**src/rtl/dsa_pkg.sv**
```systemverilog
package dsa_pkg;
  localparam int ENTRY_W = 128;
  localparam int BEATS   = 4;
  localparam int WORD_W  = ENTRY_W * BEATS;
  localparam int BEAT_W  = $clog2(BEATS);
  localparam int DIMS    = 2;
  localparam int DIM_W   = $clog2(DIMS + 1);
  localparam int CH_W    = 4;
  localparam int ADDR_W  = 64;
  localparam int ESZ_W   = 16;
  localparam int SEM_W   = 8;
  localparam int NUM_W   = 16;
  localparam int STEP_W  = 32;
  localparam int DIMREC_W = 2 * NUM_W + 2 * STEP_W;

  // byte offsets inside the 64-byte descriptor
  localparam int B_FLAGS = 0;
  localparam int B_CHAN  = 1;
  localparam int B_NDIM  = 2;
  localparam int B_ESZ   = 4;
  localparam int B_SEM   = 13;
  localparam int B_SINC  = 14;
  localparam int B_SRCA  = 16;
  localparam int B_DSTA  = 40;

  typedef enum logic [1:0] {
    OP_REGWR = 2'd0,
    OP_GEN   = 2'd1,
    OP_DIM   = 2'd2,
    OP_BAD   = 2'd3
  } op_e;

  typedef enum logic [2:0] {
    S_IDLE, S_RW, S_GEN, S_DIM, S_EMIT
  } st_e;

  typedef struct packed {
    logic [STEP_W-1:0] sd;
    logic [STEP_W-1:0] ss;
    logic [NUM_W-1:0]  nd;
    logic [NUM_W-1:0]  ns;
  } dim_t;

  function automatic int dim_ofs(input int i);
    return (i == 0) ? 24 : 48;
  endfunction
endpackage

```
**src/rtl/dsa_seq.sv**
```systemverilog
module dsa_seq import dsa_pkg::*; #(
  parameter bit          HAS_REGWR = 1'b1,
  parameter logic [15:0] CHAN_MASK = 16'h00F5,
  parameter int          CAP       = 4,
  localparam int         CNT_W     = $clog2(CAP + 1)
) (
  input  logic             clk,
  input  logic             rst_n,
  input  logic             cmd_valid,
  input  logic [1:0]       cmd_op,
  input  logic [CH_W-1:0]  cmd_chan,
  input  logic             cmd_last,
  input  logic             cmd_xend,
  input  logic             emit_done,
  output logic             cmd_ready,
  output logic             emitting,
  output logic             take_rw,
  output logic             take_gen,
  output logic             gen_rw,
  output logic             take_dim,
  output logic [DIM_W-1:0] ndim,
  output logic [CNT_W-1:0] dcnt,
  output logic             err_seq,
  output logic             err_illegal,
  output logic             err_chan,
  output logic             err_cap
);
  st_e              st, st_n;
  logic [DIM_W-1:0] ndim_n;
  logic [CNT_W-1:0] dcnt_n;
  logic             xend_q, xend_n;
  logic             e_seq, e_ill, e_ch, e_cap;
  logic             acc, chan_ok;

  assign emitting  = (st == S_EMIT);
  assign cmd_ready = !emitting;
  assign acc       = cmd_valid && cmd_ready;
  assign chan_ok   = CHAN_MASK[cmd_chan];
  assign gen_rw    = (st == S_RW);

  always_comb begin
    st_n = st; ndim_n = ndim; dcnt_n = dcnt; xend_n = xend_q;
    take_rw = 1'b0; take_gen = 1'b0; take_dim = 1'b0;
    e_seq = 1'b0; e_ill = 1'b0; e_ch = 1'b0; e_cap = 1'b0;
    if (emitting) begin
      if (emit_done) begin
        st_n   = S_IDLE;
        ndim_n = '0;
        dcnt_n = xend_q ? '0 : CNT_W'(dcnt + 1'b1);
      end
    end else if (acc) begin
      if (op_e'(cmd_op) == OP_BAD || (op_e'(cmd_op) == OP_REGWR && !HAS_REGWR)) begin
        e_ill = 1'b1;
      end else if (!chan_ok) begin
        e_ch = 1'b1;
      end else begin
        case (op_e'(cmd_op))
          OP_REGWR: begin
            if (st == S_IDLE) begin
              take_rw = 1'b1; st_n = S_RW;
            end else begin
              e_seq = 1'b1; st_n = S_IDLE; ndim_n = '0;
            end
          end
          OP_GEN: begin
            if (st == S_IDLE || st == S_RW) begin
              take_gen = 1'b1; st_n = S_GEN;
            end else begin
              e_seq = 1'b1; st_n = S_IDLE; ndim_n = '0;
            end
          end
          default: begin
            if ((st == S_GEN || st == S_DIM) && ndim < DIM_W'(DIMS)) begin
              take_dim = 1'b1;
              ndim_n   = DIM_W'(ndim + 1'b1);
              if (!cmd_last) begin
                st_n = S_DIM;
              end else if (dcnt == CNT_W'(CAP)) begin
                e_cap = 1'b1; st_n = S_IDLE; ndim_n = '0; dcnt_n = '0;
              end else begin
                st_n = S_EMIT; xend_n = cmd_xend;
              end
            end else begin
              e_seq = 1'b1; st_n = S_IDLE; ndim_n = '0;
            end
          end
        endcase
      end
    end
  end

  always_ff @(posedge clk or negedge rst_n) begin
    if (!rst_n) begin
      st <= S_IDLE; ndim <= '0; dcnt <= '0; xend_q <= 1'b0;
      err_seq <= 1'b0; err_illegal <= 1'b0; err_chan <= 1'b0; err_cap <= 1'b0;
    end else begin
      st <= st_n; ndim <= ndim_n; dcnt <= dcnt_n; xend_q <= xend_n;
      err_seq <= e_seq; err_illegal <= e_ill; err_chan <= e_ch; err_cap <= e_cap;
    end
  end

  p_cap_bound_r11: assert property (@(posedge clk) disable iff (!rst_n)
    dcnt <= CNT_W'(CAP));
  p_dim_bound_r8: assert property (@(posedge clk) disable iff (!rst_n)
    ndim <= DIM_W'(DIMS));
  p_one_err_r12: assert property (@(posedge clk) disable iff (!rst_n)
    $onehot0({err_seq, err_illegal, err_chan, err_cap}));
  p_bad_op_kept_r6: assert property (@(posedge clk) disable iff (!rst_n)
    (cmd_valid && cmd_ready && op_e'(cmd_op) == OP_BAD) |=> (err_illegal && st == $past(st)));
endmodule

```
**src/rtl/dsa_store.sv**
```systemverilog
module dsa_store import dsa_pkg::*; #(
  parameter bit HAS_REGWR = 1'b1
) (
  input  logic              clk,
  input  logic              rst_n,
  input  logic              take_rw,
  input  logic              take_gen,
  input  logic              gen_rw,
  input  logic              take_dim,
  input  logic [DIM_W-1:0]  ndim,
  input  logic [CH_W-1:0]   cmd_chan,
  input  logic              cmd_dir,
  input  logic [ADDR_W-1:0] cmd_addr,
  input  logic [ESZ_W-1:0]  cmd_esize,
  input  logic [SEM_W-1:0]  cmd_sem,
  input  logic [NUM_W-1:0]  cmd_num_src,
  input  logic [NUM_W-1:0]  cmd_num_dst,
  input  logic [STEP_W-1:0] cmd_step_src,
  input  logic [STEP_W-1:0] cmd_step_dst,
  output logic [WORD_W-1:0] word,
  output logic [CH_W-1:0]   chan
);
  logic              rw;
  logic              dir_q;
  logic [ADDR_W-1:0] addr_q;
  logic [ESZ_W-1:0]  esz_q;
  logic [SEM_W-1:0]  sem_q;
  dim_t              dim_q [DIMS];

  generate
    if (HAS_REGWR) begin : g_rw
      logic rw_q;
      always_ff @(posedge clk or negedge rst_n) begin
        if (!rst_n)        rw_q <= 1'b0;
        else if (take_rw)  rw_q <= 1'b1;
        else if (take_gen) rw_q <= gen_rw;
      end
      assign rw = rw_q;
    end else begin : g_no_rw
      assign rw = 1'b0;
    end
  endgenerate

  always_ff @(posedge clk or negedge rst_n) begin
    if (!rst_n) begin
      chan <= '0; dir_q <= 1'b0; addr_q <= '0; esz_q <= '0; sem_q <= '0;
    end else if (take_gen) begin
      chan <= cmd_chan; dir_q <= cmd_dir; addr_q <= cmd_addr;
      esz_q <= cmd_esize; sem_q <= cmd_sem;
    end
  end

  for (genvar i = 0; i < DIMS; i++) begin : g_dim
    always_ff @(posedge clk or negedge rst_n) begin
      if (!rst_n) begin
        dim_q[i] <= '0;
      end else if (take_gen) begin
        dim_q[i] <= '0;
      end else if (take_dim && ndim == DIM_W'(i)) begin
        dim_q[i] <= '{sd: cmd_step_dst, ss: cmd_step_src, nd: cmd_num_dst, ns: cmd_num_src};
      end
    end
  end

  always_comb begin
    word = '0;
    word[B_FLAGS*8 +: 8]  = {6'b0, dir_q, rw};
    word[B_CHAN*8 +: 8]   = 8'(chan);
    word[B_NDIM*8 +: 8]   = 8'(ndim);
    word[B_ESZ*8 +: ESZ_W] = esz_q;
    word[B_SEM*8 +: SEM_W] = sem_q;
    word[B_SINC*8 +: 8]   = 8'd1;
    if (dir_q) word[B_DSTA*8 +: ADDR_W] = addr_q;
    else       word[B_SRCA*8 +: ADDR_W] = addr_q;
    for (int i = 0; i < DIMS; i++) begin
      word[dim_ofs(i)*8 +: DIMREC_W] = dim_q[i];
    end
  end
endmodule

```
**src/rtl/dsa_emit.sv**
```systemverilog
module dsa_emit import dsa_pkg::*; (
  input  logic              clk,
  input  logic              rst_n,
  input  logic              go,
  input  logic              out_ready,
  input  logic [WORD_W-1:0] word,
  output logic              out_valid,
  output logic [ENTRY_W-1:0] out_data,
  output logic [BEAT_W-1:0] beat,
  output logic              done
);
  logic              fire;
  logic [BEAT_W-1:0] beat_n;

  assign out_valid = go;
  assign fire      = out_valid && out_ready;
  assign done      = fire && (beat == BEAT_W'(BEATS - 1));
  assign out_data  = word[beat*ENTRY_W +: ENTRY_W];

  always_comb begin
    beat_n = beat;
    if (done)      beat_n = '0;
    else if (fire) beat_n = BEAT_W'(beat + 1'b1);
  end

  always_ff @(posedge clk or negedge rst_n) begin
    if (!rst_n) beat <= '0;
    else        beat <= beat_n;
  end

  p_hold_r9: assert property (@(posedge clk) disable iff (!rst_n)
    (out_valid && !out_ready) |=> (out_valid && $stable(out_data) && $stable(beat)));
  p_order_r2: assert property (@(posedge clk) disable iff (!rst_n)
    (out_valid && out_ready && beat != BEAT_W'(BEATS - 1)) |=>
      (out_valid && beat == BEAT_W'($past(beat) + 1'b1)));
endmodule

```
**src/rtl/desc_op_assembler.sv**
```systemverilog
module desc_op_assembler import dsa_pkg::*; #(
  parameter bit          HAS_REGWR  = 1'b1,
  parameter logic [15:0] CHAN_MASK  = 16'h00F5,
  parameter int          CARVE_BASE = 3,
  parameter int          CARVE_CAP  = 4,
  parameter int          SLOT_W     = 16,
  localparam int         CNT_W      = $clog2(CARVE_CAP + 1)
) (
  input  logic               clk,
  input  logic               rst_n,
  input  logic               cmd_valid,
  output logic               cmd_ready,
  input  logic [1:0]         cmd_op,
  input  logic [CH_W-1:0]    cmd_chan,
  input  logic               cmd_dir,
  input  logic [ADDR_W-1:0]  cmd_addr,
  input  logic [ESZ_W-1:0]   cmd_esize,
  input  logic [SEM_W-1:0]   cmd_sem,
  input  logic [NUM_W-1:0]   cmd_num_src,
  input  logic [NUM_W-1:0]   cmd_num_dst,
  input  logic [STEP_W-1:0]  cmd_step_src,
  input  logic [STEP_W-1:0]  cmd_step_dst,
  input  logic               cmd_last,
  input  logic               cmd_xfer_end,
  output logic               out_valid,
  input  logic               out_ready,
  output logic [ENTRY_W-1:0] out_data,
  output logic [SLOT_W-1:0]  out_slot,
  output logic [CH_W-1:0]    out_chan,
  output logic               err_seq,
  output logic               err_illegal,
  output logic               err_chan,
  output logic               err_cap
);
  logic [1:0]         rst_sync;
  logic               rst_i;
  logic               emitting, take_rw, take_gen, gen_rw, take_dim, done;
  logic [DIM_W-1:0]   ndim;
  logic [CNT_W-1:0]   dcnt;
  logic [BEAT_W-1:0]  beat;
  logic [WORD_W-1:0]  word;

  // asynchronous assert, synchronous release
  always_ff @(posedge clk or negedge rst_n) begin
    if (!rst_n) rst_sync <= 2'b00;
    else        rst_sync <= {rst_sync[0], 1'b1};
  end
  assign rst_i = rst_sync[1];

  dsa_seq #(.HAS_REGWR(HAS_REGWR), .CHAN_MASK(CHAN_MASK), .CAP(CARVE_CAP)) u_seq (
    .clk(clk), .rst_n(rst_i), .cmd_valid(cmd_valid), .cmd_op(cmd_op),
    .cmd_chan(cmd_chan), .cmd_last(cmd_last), .cmd_xend(cmd_xfer_end),
    .emit_done(done), .cmd_ready(cmd_ready), .emitting(emitting),
    .take_rw(take_rw), .take_gen(take_gen), .gen_rw(gen_rw), .take_dim(take_dim),
    .ndim(ndim), .dcnt(dcnt), .err_seq(err_seq), .err_illegal(err_illegal),
    .err_chan(err_chan), .err_cap(err_cap));

  dsa_store #(.HAS_REGWR(HAS_REGWR)) u_store (
    .clk(clk), .rst_n(rst_i), .take_rw(take_rw), .take_gen(take_gen),
    .gen_rw(gen_rw), .take_dim(take_dim), .ndim(ndim), .cmd_chan(cmd_chan),
    .cmd_dir(cmd_dir), .cmd_addr(cmd_addr), .cmd_esize(cmd_esize), .cmd_sem(cmd_sem),
    .cmd_num_src(cmd_num_src), .cmd_num_dst(cmd_num_dst),
    .cmd_step_src(cmd_step_src), .cmd_step_dst(cmd_step_dst),
    .word(word), .chan(out_chan));

  dsa_emit u_emit (
    .clk(clk), .rst_n(rst_i), .go(emitting), .out_ready(out_ready), .word(word),
    .out_valid(out_valid), .out_data(out_data), .beat(beat), .done(done));

  assign out_slot = SLOT_W'(CARVE_BASE * BEATS) + SLOT_W'({dcnt, 2'b00}) + SLOT_W'(beat);

  p_chan_allowed_r7: assert property (@(posedge clk) disable iff (!rst_i)
    out_valid |-> CHAN_MASK[out_chan]);
  p_busy_r9: assert property (@(posedge clk) disable iff (!rst_i)
    (out_valid && !out_ready) |=> (out_valid && !cmd_ready && $stable(out_slot)));
endmodule

```
**config.mk**
```make
export PLATFORM = sky130hd
export DESIGN_NAME = desc_op_assembler
export DESIGN_NICKNAME = d
export VERILOG_FILES = /design/src/rtl/dsa_pkg.sv /design/src/rtl/dsa_seq.sv /design/src/rtl/dsa_store.sv /design/src/rtl/dsa_emit.sv /design/src/rtl/desc_op_assembler.sv
export SDC_FILE = /design/constraint.sdc
export NUM_CORES = 1
export LEC_CHECK = 0
export ABC_AREA = 1
export CORE_ASPECT_RATIO = 2
export CORE_MARGIN = 5
export CORE_UTILIZATION = 44
export DETAILED_ROUTE_END_ITERATION = 16
export DONT_BUFFER_PORTS = 1
export PLACE_DENSITY = 0.65
export SYNTH_ARGS = -nofsm -noshare
export SYNTH_HDL_FRONTEND = slang
export SYNTH_SLANG_ARGS = --single-unit
```
**constraint.sdc**
```tcl
create_clock -name clk -period 19.2 [get_ports clk]
set_input_delay 2.88 -clock clk [delete_from_list [all_inputs] [get_ports clk]]
set_output_delay 2.88 -clock clk [all_outputs]
set_load 0.005 [all_outputs]
```
# == Word-level counts from Yosys, hierarchy flattened ==
# Memories as Yosys holds them, arrays and structs flattened.
# Index checks and enable logic that the tools add are counted.
# word_totals
register_bits,303
n_memories,1
ramBits,0
latchBits,0
mem_bits_ro,16
wordCells,161
# mem_list
memory,depth,word_bits,rd,rd_clocked_by_memory_dff,write_ports,line_no,rtl
(name not given),16,1,1,0,0,dsa_seq.sv:38,assign chan_ok = CHAN_MASK[cmd_chan];
# op_classes
n_eq_ne,14
bitwise,4
addsub,5
n_mul,0
n_reduce_logical,26
div_mod_pow,0
n_shift,1
muxes,84
order_cmp,2
# op_table
operator,n
512-bit by 10-bit indexed part select with 128-bit output,1
96-bit 2-to-1 mux,4
64-bit 2-to-1 mux,2
3-bit 2-to-1 mux,18
1-bit 2-to-1 mux,44
2-bit 2-to-1 mux,13
2-bit nonzero test,9
16-bit by 2-bit adder with 16-bit output,1
8-bit AND reduction,2
"4-bit by 5-bit adder with 6-bit output, first input constant",1
"3-bit by 2-bit == test with 1-bit output, second input constant",2
"3-bit == test, second input constant",2
1-bit logical AND,6
"3-bit by 2-bit != test with 1-bit output, second input constant",2
3-bit one-hot mux with 2 select lines,1
6-bit AND reduction,1
"4-bit by 5-bit < comparator with 1-bit output, second input constant",1
"2-bit by 1-bit adder with 2-bit output, second input constant",2
"2-bit by 1-bit == test with 1-bit output, second input constant",2
"2-bit == test, second input constant",2
2-bit logical NOT,2
"2-bit by 1-bit != test with 1-bit output, second input constant",2
1-bit inverter,4
2-bit one-hot mux with 2 select lines,1
10 further kinds,11

# == Depth between registers and ports, before layout ==
# Gate-level depths: netlist (run 1).
# logic_depth
ltp_word,12
mapped_depth,10
mapped_depth_nobuf,9

# == By module ==
# From an unflattened synthesis (run 1), not the netlist that was laid out.
# hier_totals
cells_unflattened,3482
area_unflattened_um2,21620.7
# by_module_without_submodules
mod,n_inst,area_each_um2,cells_each,seq_area_each_um2
dsa_store,1,14333.7,1833,7156.9
dsa_emit,1,6272.3,1508,50.0
dsa_seq,1,832.0,116,325.3
desc_op_assembler,1,182.7,25,50.0

# == Worst setup path before layout (run 1) ==
# No wires, ideal clock.
# synth_path
path_kind,register to output
startpoint,reg u_emit.beat[0]
endpoint,out out_data[80]
arrival_ps,1509
path_stages_with_launch,7
n_path_buf,3
slack_ps,14811
path_cell_list,dfrtp_1 -> clkbuf_1 -> nor2_1 -> buf_2 -> buf_1 -> a22oi_1 -> o21ai_0
# synth_via
elab_chain_cells,1
# synth_lines
item,line_no,rtl
start: declaration,dsa_emit.sv:9,"output logic [BEAT_W-1:0] beat,"
start signal: assignment,dsa_emit.sv:28,else beat <= beat_n;
512-bit by 10-bit indexed part select with 128-bit output,dsa_emit.sv:18,assign out_data = word[beat*ENTRY_W +: ENTRY_W];
end: declaration,desc_op_assembler.sv:27,"output logic [ENTRY_W-1:0] out_data,"
# No other way between the ends.

# == Worst setup path after layout (run 1) ==
# layout_path
startpoint,reg u_emit.beat[1]
endpoint,out out_data[66]
# The elaborated chain is that of the path after synthesis.

==> run metrics, run 1 <==
wire per inst 23.5 um; area grow syn2layout 7.19%; met1 Use GR 0.319; Worst-Margin Slew 1080 ps; Req. time, crit path 16320 ps; drt total wl 54700 um; vias per cell 6.01; total CTS buffers 29; Hold WC Path Type reg -> async; CTS tree built; largest cells by area after synthesis dfrtp_1 49%, nand2_1 19%, nand3_1 9.0%, o21ai_0 3.9%, a21boi_0 3.6%; Period minus WS final 6320 ps; Port Buffers 0; largest net degree at the start of global routing 97; die area 39000 um^2; # IOs 351; initial drt markers 1140; Main synth FF type dfrtp_1; Vias 14.0k; FMAX 0.158 GHz; Setup Fix Bufs, Post-CTS 0; cts repair resizes 0; clk_lat worst skew 560 ps; synth cell count leaders 762 x nand2_1, 303 x dfrtp_1, 278 x nand3_1, 121 x o21ai_0, 74 x a21boi_0; grt ovf 0; GR Util met2 0.451; initial core utilization 0.441; Worst Path Max Fanout 79; CTS max path bufs 3; Clock transition at path regs 60 ps; GRT met3 Usage 0.0571; CP Capture Type primary output; root cell of the clock tree clkbuf_16; Post-DRT Antenna Nets 0; max-slew headroom at the worst pin 0.282; Critical Path Most Common Cell buf_4; CTS H-tree lvls 1; Post-synth ARST share 1.00; layout cells sized above 1 0.0541; die width 142 um; final cycle utilization of the critical path 0.329; Yosys top cell area share 0.493; CP Launch Type flip-flop; count of cell types in the netlist 34; Synth Area per Inst 7.85 um^2; DRC 0; Cell Area, Placed 15400 um^2; number of flops mapped to enable cells by yosys 0; Yosys reg bits 303; Crit path arrival time 3440 ps; Setup Skew 8.85 ps; GR Util All Layers 0.272; cell taking the most area after synthesis dfrtp_1; Post-CTS Hold Buffers 0; die height 274 um; yosys warns 0; Crit Path Category reg -> out; Pre-Repair DR Iteration Count 7; critical path's largest stage delay 800 ps; Nets 2047; status complete, no violations; CP cell instances buf_4 -> nor2_4 -> buf_4 -> nand2_1 -> o21ai_0; Sink Count 303; worst vdd ir 0.0910 mV; RSZ-0062 raised after global routing no; vias in the first global route 13.9k; busiest layer in global routing met2; count leader, synth nand2_1; Hold Vio Cnt, Final 0; Final Cell Area 16500 um^2; post-synthesis sequential area ratio 0.493; # Max-Cap Violations 0; mapped cell area 15400 um^2; Final Max Tran Viols 0; DP HPWL 34800 um; critical path's slowest cell buf_4; Mapped Cells 1959; Lkg Pwr 8.29 nW; first-pass GRT wire length 83000 um; setup_tns 0 ps; Final Setup Violations 0; P per Cell Area 148 nW/um^2; global placement routability congestion 0.886; num rows 97; initial antenna violation count 24; core area 34800 um^2; fill cell count 3437
-- cells in the final DEF (no fill, tap or decap), types with 2 or more instances in the layout --
cell / synthesis / routed
nor3_1: 3 / 3
a31o_2: 8 / 8
inv_2: 2 / 3
a32o_1: 23 / 23
inv_1: 32 / 31
clkinv_2: 0 / 7
nand2_1: 762 / 762
diode_2: 0 / 19
a21boi_1: 22 / 22
bufinv_16: 0 / 7
o32ai_1: 8 / 8
nand3_1: 278 / 276
clkbuf_8: 0 / 5
clkbuf_1: 73 / 4
nor2_1: 50 / 48
buf_4: 26 / 20
a22oi_1: 36 / 36
nor2_2: 3 / 2
nand2_4: 2 / 2
a21boi_0: 74 / 74
nor2_4: 3 / 6
a21oi_1: 26 / 26
clkbuf_16: 0 / 29
conb_1: 2 / 11
nand4_1: 5 / 5
clkinv_4: 0 / 2
ha_1: 6 / 6
dfrtp_1: 303 / 300
nand2_2: 3 / 2
o21ai_0: 121 / 121
nand3_4: 0 / 2
dfrtp_4: 0 / 3
a31oi_1: 3 / 3
-- worst max-delay path, delay by kind of cell, from the launching register on --
family | cells | cell delay, ps
and+or+nand+nor | 2 | 640
DFF | 1 | 700
buffers and inverters | 2 | 1220
AOI/OAI and AO/OA | 1 | 200
-- stage by stage --
step                      hold WS (ps)  setup WS, ps   util  power, mW  instances
after floorplan                    331         10130      -       1.50       1968
after global placement             274         13410  0.441       1.76       2258
after detailed placement           284         13320  0.441       1.78       2258
after CTS                          287         12890  0.472       2.44       2311
after global routing               317         12710  0.473       2.57       2326
final                              278         12880  0.473       2.43       2330
-- report_power, final --
group          leakage (nW)  total, mW  switching, mW  internal [mW]
Combinational          3.74      0.755          0.540          0.215
Clock                 0.525      0.650          0.259          0.391
Sequential             4.03       1.03          0.186          0.841
Total                  8.29       2.43          0.985           1.45
-- cell type report --
class	count	area, um^2	area share
Multi-Input combinational cell	1453	6920	0.420
Inverter	37	141	0.00858
Sequential cell	303	7590	0.461
Clock buffer	38	810	0.0491
Antenna cell	19	47.5	0.00289
Clock inverter	15	260	0.0158
Timing Repair Buffer	20	150	0.00911
Tap cell	445	557	0.0338
-- metal layers --
metal  vias to the layer above  routed length [um]
li1                       6239                   -
met1                      6786               19400
met2                       753               27000
met3                       209                4370
met4                        10                3820
met5                         -                  71
-- final timing paths --
path                                 from                 to  slack [ps]  depth (start not counted)
hold / removal                rst_sync[1]  u_store.word[415]         280                          0
setup reg to reg              u_seq.st[1]      u_store.dir_q       15330                          9
max in group asynchronous     rst_sync[1]  u_store.esz_q[10]       16870                          2
hold reg to reg               rst_sync[1]  u_store.word[415]         280                          0
min in group clk              rst_sync[0]        rst_sync[1]         360                          0
setup / recovery           u_emit.beat[1]       out_data[66]       12880                          5
-- cell families after synthesis --
group,synth area share
compound gates,0.139
simple gates,0.299
flops,0.493
other cells,0.000488
xor+xnor,0.000570
fa+ha+maj,0.00488
buf+inv,0.0627
-- state kept, by name, indices dropped and copies added (netlist names), 3 cells and up --
signal	cells
u_store.esz_q	16
u_seq.st	3
u_store.addr_q	64
u_store.word	192
u_seq.dcnt	3
u_store.sem_q	8
u_store.chan	4
(Power assumes the default switching activity.)
==> run 2, diff against run 1 <==
- ABC_AREA: 1 -> 0
- PLACE_DENSITY: 0.65 -> 0.67
- clock period: 19.2 -> 5.3 ns (I/O delays scaled with it)
==> run 2 against run 1 <==
Against the previous run: clock power grew to 3.2 times the previous value; count of clock-buffer cells in the layout increased by 5; critical endpoint is now out_data[55]; largest power group unchanged; utilization decreased by 0.42 points; highest routed layer is now met4.
==> run metrics, run 2 <==
Nets 1650; grt ovf 0; area grow syn2layout 5.44%; Pre-Repair DR Iteration Count 5; global placement routability congestion 0.893; Setup Skew 22.6 ps; Clock transition at path regs 70 ps; Worst-Margin Slew 1090 ps; Synth Area per Inst 10.1 um^2; main combinational cell family by area after synthesis compound AO/OA/AOI/OAI gates; cts repair resizes 0; switching part of the total 0.392; largest cells by area after synthesis dfrtp_1 47%, o31ai_1 9.0%, nand4_1 7.4%, mux2_2 6.9%, a22o_1 6.4%; layout cells sized above 1 0.163; initial antenna violation count 8; Hold WS 322 ps; Setup Fix Bufs, Post-CTS 0; root cell of the clock tree clkbuf_16; post-synthesis sequential area ratio 0.467; total CTS buffers 30; Crit Path Category reg -> out; clock share of power 0.255; Port Buffers 0; CP Capture Type primary output; Sink Count 303; GR Util All Layers 0.262; dpl cells 1868; synth cell count leaders 303 x dfrtp_1, 200 x a21oi_1, 194 x o31ai_1, 193 x nand4_1, 164 x clkbuf_1; Logic pwr share 0.322; yosys warns 0; Worst Path Max Fanout 67; Crit path depth 4; Internal Power 4.95 mW; initial core utilization 0.445; Worst R2R Path Depth 5; Final Setup Violations 0; Reg power frac 0.423; final cycle utilization of the critical path 0.743; P per Cell Area 476 nW/um^2; drt total wl 56500 um; Vias 13.4k; CTS tree built; cell taking the most area after synthesis dfrtp_1; first-pass GRT wire length 85500 um; commonest non-fill, non-tap cells in the layout 300 x dfrtp_1, 200 x a21oi_1, 194 x o31ai_1; RSZ-0062 raised after global routing no; Post-DRT Antenna Nets 0; Final Cell Area 17100 um^2; Period minus WS final 3940 ps; Util after Layout 0.469; post-synthesis adder-cell area fraction 0.00462; count of cell types in the netlist 46; clk_lat worst skew 580 ps; critical path's largest stage delay 930 ps; wire per inst 29.3 um; Cell Area, Placed 16200 um^2; Post-CTS Hold Buffers 1; core area 36500 um^2; # Max-Cap Violations 0; critical path's slowest cell dfrtp_4; Hold WC Path Type in -> reg; CP cell instances nor2b_4 -> nor2b_1 -> buf_4 -> a22o_1; Hold Vio Cnt, Final 0; number of flops mapped to enable cells by yosys 0; vias per cell 6.95; CP Launch Type flip-flop; die height 282 um; NetSw 3.20 mW; CTS max path bufs 3; max-slew headroom at the worst pin 0.273; most common cell after layout, fill and taps aside dfrtp_1; initial drt markers 944; Req. time, crit path 4510 ps; Largest register FFs 192; Post-synth ARST share 1.00; DRC 0; die area 41100 um^2; Mapped Cells 1602; Simple-Gate Fraction of Synth Area 0.112; setup_tns 0 ps; vias in the first global route 13.5k; Main synth FF type dfrtp_1; post-synthesis mux area share 0.0948; count leader, synth dfrtp_1; num rows 99; FMAX 0.254 GHz; DP HPWL 35500 um; status complete, no violations; Crit path arrival time 3140 ps; Synth Area in XOR/XNOR 0.000539; CTS H-tree lvls 1; hold path cells 1; die width 146 um; mapped cell area 16300 um^2; fill cell count 3407; Lkg Pwr 6.76 nW; largest net degree at the start of global routing 175; worst vdd ir 0.286 mV; Compound-Gate Fraction of Synth Area 0.250; # IOs 351; Final Max Tran Viols 0; fin cells 1931; crit-path leading delay family simple AND/OR/NAND/NOR gates; Yosys top cell area share 0.467; worst path buffer plus inverter count 1; Yosys reg bits 303
==> run 2: changes by cell type in the layout (fill, tap and decap cells not counted), moves of 76 or more <==
cell	change
nand2_1	-682
o21ai_0	-76
nand3_1	-270
nand4_1	+188
a21oi_1	+174
a22o_1	+119
mux2_2	+99
o31ai_1	+193
==> run 2: area by class of cell <==
cell class / instances / area, um^2 / share of cell area
well taps: 454 / 568 / 0.0332
clock inverters: 12 / 82.6 / 0.00482
diodes: 7 / 17.5 / 0.00102
flip-flops and latches: 303 / 7590 / 0.443
inverters: 13 / 51.3 / 0.00299
clock buffers: 43 / 860 / 0.0502
repair buffers: 31 / 335 / 0.0196
multi-input cells: 1068 / 7630 / 0.445
==> run 2: logic make-up (layout without fill, tap and decap cells) <==
kind of cell | count (synthesis) | after routing
AOI/OAI and AO/OA | 599 | 599
and+or+nand+nor | 323 | 323
DFF | 303 | 303
buffers and inverters | 240 | 99
muxes | 128 | 128
adders and majority gates | 6 | 6
other | 2 | 18
xor gates and xnor gates | 1 | 1
==> run 2: power by group through the flow <==
stage	clock network (mW)	logic, mW	registers [mW]
after floorplan	0	2.01	3.18
after global placement	0	2.57	3.45
after detailed placement	0	2.62	3.48
after CTS	2.13	2.62	3.44
after global routing	2.23	2.82	3.51
final	2.08	2.62	3.45
==> run 2: per-layer routing <==
metal,vias to the layer above,global-route usage,routed length [um]
met3,130,0.0579,4620
met5,-,0,0
met2,703,0.454,29300
met4,0,0.133,2690
li1,5812,-,-
met1,6777,0.306,20000
==> run 2: final timing paths <==
| check | to | slack, ps | startpoint |
|---|---|---|---|
| setup / recovery | out_data[55] | 1360 | u_emit.beat[0] |
| hold / removal | u_seq.err_chan | 320 | cmd_op[0] |
| setup reg to reg | u_seq.ndim[0] | 2330 | u_emit.beat[1] |
| hold reg to reg | rst_sync[1] | 370 | rst_sync[0] |
| max in group asynchronous | u_store.addr_q[55] | 3480 | rst_sync[1] |
| min in group asynchronous | rst_sync[0] | 450 | rst_n |
==> run 2: per-stage QoR <==
step | setup slack [ps] | power [mW]
finish | 1360 | 8.15
global route | 1210 | 8.56
CTS | 1310 | 8.19
detailed placement | 1950 | 6.10
global placement | 2010 | 6.02
floorplan | 340 | 5.19
